### src/rtl/lockwr_mon.sv
module lockwr_mon #(
  parameter int ID_W   = 4,
  parameter int ADDR_W = 32,
  parameter int CNT_W  = 4
) (
  input  logic              clk,
  input  logic              rst_n,
  input  logic              aw_valid,
  input  logic              aw_ready,
  input  logic [ID_W-1:0]   aw_id,
  input  logic [ADDR_W-1:0] aw_addr,
  input  logic [1:0]        aw_lock,
  input  logic [3:0]        aw_cache,
  input  logic [2:0]        aw_prot,
  input  logic              b_valid,
  input  logic              b_ready,
  output logic [1:0]        seq_state,
  output logic              err_start,
  output logic              err_id,
  output logic              err_unlock,
  output logic              err_end,
  output logic              warn_page,
  output logic              warn_attr,
  output logic              warn_len
);
  localparam int PG_W = ADDR_W - 12;
  localparam logic [CNT_W-1:0] CNT_MAX = '1;
  localparam logic [1:0] ST_IDLE = 2'd0, ST_LOCK = 2'd1, ST_DLCK = 2'd2, ST_DEND = 2'd3;

  logic [1:0]       st, st_nx;
  logic [CNT_W-1:0] cnt, cnt_nx, pend;
  logic [ID_W-1:0]  id_q;
  logic [PG_W-1:0]  pg_q;
  logic [3:0]       cache_q;
  logic [2:0]       prot_q;
  logic [1:0]       len_q;

  wire aw_go  = aw_valid & aw_ready;
  wire b_go   = b_valid & b_ready & (cnt != '0);
  wire is_lk  = aw_lock == 2'b10;
  wire opn    = aw_go & is_lk & (st == ST_IDLE);
  wire more   = aw_go & is_lk & (st == ST_LOCK);
  wire cls    = aw_go & ~is_lk & (st == ST_LOCK);
  wire drain  = st[1];

  assign pend = cnt - CNT_W'(b_go);

  always_comb begin
    cnt_nx = pend;
    if (aw_go && pend != CNT_MAX) cnt_nx = pend + 1'b1;
  end

  always_comb begin
    st_nx = st;
    case (st)
      ST_IDLE: if (opn) st_nx = ST_LOCK;
      ST_LOCK: if (cls) st_nx = (pend != '0) ? ST_DLCK : ST_DEND;
      default: if (cnt_nx == '0) st_nx = ST_IDLE;
    endcase
  end

  always_ff @(posedge clk or negedge rst_n) begin
    if (!rst_n) begin
      st      <= ST_IDLE;
      cnt     <= '0;
      id_q    <= '0;
      pg_q    <= '0;
      cache_q <= '0;
      prot_q  <= '0;
      len_q   <= '0;
    end else begin
      st  <= st_nx;
      cnt <= cnt_nx;
      if (opn) begin
        id_q    <= aw_id;
        pg_q    <= aw_addr[ADDR_W-1:12];
        cache_q <= aw_cache;
        prot_q  <= aw_prot;
        len_q   <= 2'd1;
      end else if (more && len_q != 2'd3) begin
        len_q <= len_q + 1'b1;
      end
    end
  end

  always_ff @(posedge clk or negedge rst_n) begin
    if (!rst_n) begin
      err_start  <= 1'b0;
      err_id     <= 1'b0;
      err_unlock <= 1'b0;
      err_end    <= 1'b0;
      warn_page  <= 1'b0;
      warn_attr  <= 1'b0;
      warn_len   <= 1'b0;
    end else begin
      err_start  <= opn & (pend != '0);
      err_id     <= more & (aw_id != id_q);
      err_unlock <= cls & (pend != '0);
      err_end    <= aw_go & drain;
      warn_page  <= more & (aw_addr[ADDR_W-1:12] != pg_q);
      warn_attr  <= more & ((aw_cache != cache_q) | (aw_prot != prot_q));
      warn_len   <= more & (len_q >= 2'd2);
    end
  end

  assign seq_state = st;
endmodule

### config.mk
export PLATFORM = sky130hd
export DESIGN_NAME = lockwr_mon
export DESIGN_NICKNAME = d
export VERILOG_FILES = /design/src/rtl/lockwr_mon.sv
export SDC_FILE = /design/constraint.sdc
export NUM_CORES = 1
export LEC_CHECK = 0
export BUFFER_PORTS_ARGS = -buffer_cell sky130_fd_sc_hd__buf_2
export CAP_MARGIN = 5
export CELL_PAD_IN_SITES_DETAIL_PLACEMENT = 1
export CELL_PAD_IN_SITES_GLOBAL_PLACEMENT = 2
export CORE_MARGIN = 2
export CORE_UTILIZATION = 38
export DETAILED_ROUTE_END_ITERATION = 8
export MAX_ROUTING_LAYER = met4
export PLACE_DENSITY = 0.83
export REMOVE_ABC_BUFFERS = 1
export SLEW_MARGIN = 40
export SYNTH_ARGS = -nofsm -noshare
export SYNTH_HDL_FRONTEND = slang
export SYNTH_SLANG_ARGS = --single-unit
export TNS_END_PERCENT = 1
### constraint.sdc
create_clock -name clk -period 6.4 [get_ports clk]
set_input_delay 1.28 -clock clk [delete_from_list [all_inputs] [get_ports clk]]
set_output_delay 1.28 -clock clk [all_outputs]
set_load 0.02 [all_outputs]
==> flow_summary.toml <==
[placement]
globalplace.congestion = 0.784
place_area_um2 = 2730
dp_cells = 301
dp_hpwl_um = 3250
io_buffers = 47
pre_cts_slack_ps = 3140

[critical_path]
timing.rr.end = "seq_state[0]$_DFFE_PN0P_"
worst_ep_required_time_ps = 6560
crit_chain = "buf_2 > o311a_1 > ha_1 > xor2_2 > inv_2 > ha_1 > nor4_1 > a31oi_1 > o22ai_1 > a32oi_1"
path_buf_inv = 2
critPathTopFamily = "compound AO/OA/AOI/OAI gates"
path_max_fanout = 5
slowest_delay_ps = 310
rrSetupSlack_ps = 3500
crit_type = "primary input to flop"
path_common_cell = "ha_1"
r2r-start = "cnt[3]$_DFF_PN0_"
rr_worst_depth = 10
crit_path_top_delay_cell = "ha_1"
critPathArrivalTime_ps = 3150
start_kind = "primary input"
end_kind = "flop"

[synthesis]
yosys_warnings = 0
synth_top_area_share_pct = 47.1
async_reset_ff_share_pct = 100
netlist-cell-type-count = 38
synth_common_cells = "dfrtp_1 (46), mux2_4 (29), xnor2_1 (22), xor2_1 (12)"
avgSynthCellArea_um2 = 13.5
yosysMostFrequentCell = "dfrtp_1"
ys_ff_latch = 46
synth-main-ff-cell = "dfrtp_1"
synth_largest_area_cell = "dfrtp_1"
syn_inst = 181
syn_area_um2 = 2440
yosys-top-cells-area = "dfrtp_1 (47%), mux2_4 (18%), xnor2_1 (7.9%)"
synth_edf_count = 0
ys_seq_area_share_pct = 47.1

[finish]
nFillCells = 677
layout-drive-gt1-share_pct = 41.4
ff_latch_area_um2 = 1150
design_area_um2 = 2840
n_antenna_cell = 0
nets = 288
instances_no_fill = 309
multiInputGateArea_um2 = 1220
synthToLayoutAreaGrowth_pct = 16.0

[worst_hold_path]
whs_endpoint = "len_q[0]$_DFFE_PN0P_"
min-delay-start = "len_q[0]$_DFFE_PN0P_"
holdPathStages = 1
hold_class = "flop to flop"

[timing]
slew_headroom_pct = 50.3
hold_slack_ps = 525
slew_viol_final = 0
tns_ps = 0
grt_setup_unrepaired = "false"
skew_ps = 9.81
tightest_slew_ps = 746
setup_violations = 0
fin_ws_ps = 3410
hold_viol = 0
fin_crit_sh_pct = 46.7
max_freq_mhz = 335
fin_crit_ps = 2990

[clock_tree]
cts.path.max_buffers = 2
postCtsSetupBuffers = 0
cts_root_buffer = "clkbuf_8"
clk_latency_ps = 300
numCtsBuffers = 5
clkSinkCount = 46
tritoncts = "built"
htree_levels = 2
ctsResizeCount = 0
holdBufCountCts = 0
clk_pin_slew_ps = 80

[floorplanning]
die_h_um = 84.2
die_w_um = 84.2
core_um2 = 6280
die_area_um2 = 7090
start_util_pct = 38.9
row_count = 29
io_pins = 60

[detailed_routing]
routed_wl_um = 4620
drtPass1Iterations = 3
drt-vias-per-instance = 5.03
drt_iter0_markers = 60
num_vias = 1553
drcViolationCount = 0
wl_per_cell_um = 14.9
ant_nets = 0

[global_route]
antenna_found_initial = 0
grt_pass1_wl_um = 8180
grt_overflow = 0
grt.total_usage_pct = 14.7
first_global_vias = 1686
grt_max_degree = 47

[outcome]
status = "finished clean"

[pwr]
p_per_area_nw_per_um2 = 418
power.leakage_nw = 1.31
ir_drop_uv = 141

[run]
drv_cap = 0
-- layer usage --
metal  vias to the layer above  part of all wire (%)  GRT usage, %
met5                         -                     0             -
met2                        37                    47          21.9
li1                        735                     -             -
met3                         5                   5.1          3.54
met1                       776                    47          20.4
met4                         0                   1.0          3.96
-- cells in the final DEF, fill, tap and decap left out, types with 2 or more instances in the layout --
master	instances
nand4_1	4
mux2_4	29
nor2_1	6
a31oi_1	4
o31ai_1	2
dfrtp_1	46
buf_2	46
nor4_1	5
nand2b_1	3
xor2_1	12
ha_1	6
mux2_2	3
nand2_1	2
mux2i_1	2
xnor2_1	22
a41oi_1	2
o21ai_0	2
nand3_1	2
inv_1	5
clkbuf_8	5
nor3_1	3
-- report_power, final --
| group | total [mW] | internal (mW) | switching, mW |
|---|---|---|---|
| sequential | 0.523 | 0.416 | 0.106 |
| clock | 0.216 | 0.117 | 0.0992 |
| combinational | 0.448 | 0.269 | 0.179 |
-- how the worst max path moves through the flow --
stage	slack [ps]	depth (start not counted)	endpoint	startpoint
floorplan	3500	9	seq_state[0]$_DFFE_PN0P_	b_valid
finish	3410	10	seq_state[0]$_DFFE_PN0P_	b_valid
global placement	3170	10	seq_state[0]$_DFFE_PN0P_	b_valid
CTS	3450	10	seq_state[0]$_DFFE_PN0P_	b_valid
global route	3250	10	seq_state[0]$_DFFE_PN0P_	b_valid
detailed placement	3140	10	seq_state[0]$_DFFE_PN0P_	b_valid
-- cell type report --
type	instances	share of cell area, %
timing repair buffer	47	8.38
tap	77	3.40
clock inverter	2	1.32
inverter	6	0.794
multi-input combinational	125	43.0
clock buffer	6	2.56
sequential	46	40.6
-- flip-flops by register name, summed over array words and instances, names as in the netlist, 2 cells and up --
| register | count |
|---|---|
| prot_q | 3 |
| id_q | 4 |
| cnt | 4 |
| cache_q | 4 |
| len_q | 2 |
| seq_state | 2 |
| pg_q | 20 |
-- logic make-up (layout without fill, tap and decap cells) --
| kind of cell | count (synthesis) | in the layout | share of synthesized area (%) |
|---|---|---|---|
| flip-flops | 46 | 46 | 47.1 |
| XOR/XNOR | 35 | 35 | 12.8 |
| multiplexers | 34 | 34 | 20.0 |
| AND/OR/NAND/NOR | 33 | 33 | 8.65 |
| AO/OA/AOI/OAI | 17 | 17 | 5.27 |
| buffers and inverters | 10 | 61 | 3.07 |
| adder cells (fa/ha/maj) | 6 | 6 | 3.07 |
-- stage by stage --
step	power (mW)	utilization, %
after global placement	0.961	43.4
after CTS	1.21	45.2
final	1.19	45.2
after floorplan	0.870	-
after global routing	1.29	45.2
after detailed placement	0.978	43.4
No activity file was read; power rests on OpenSTA's default activity.
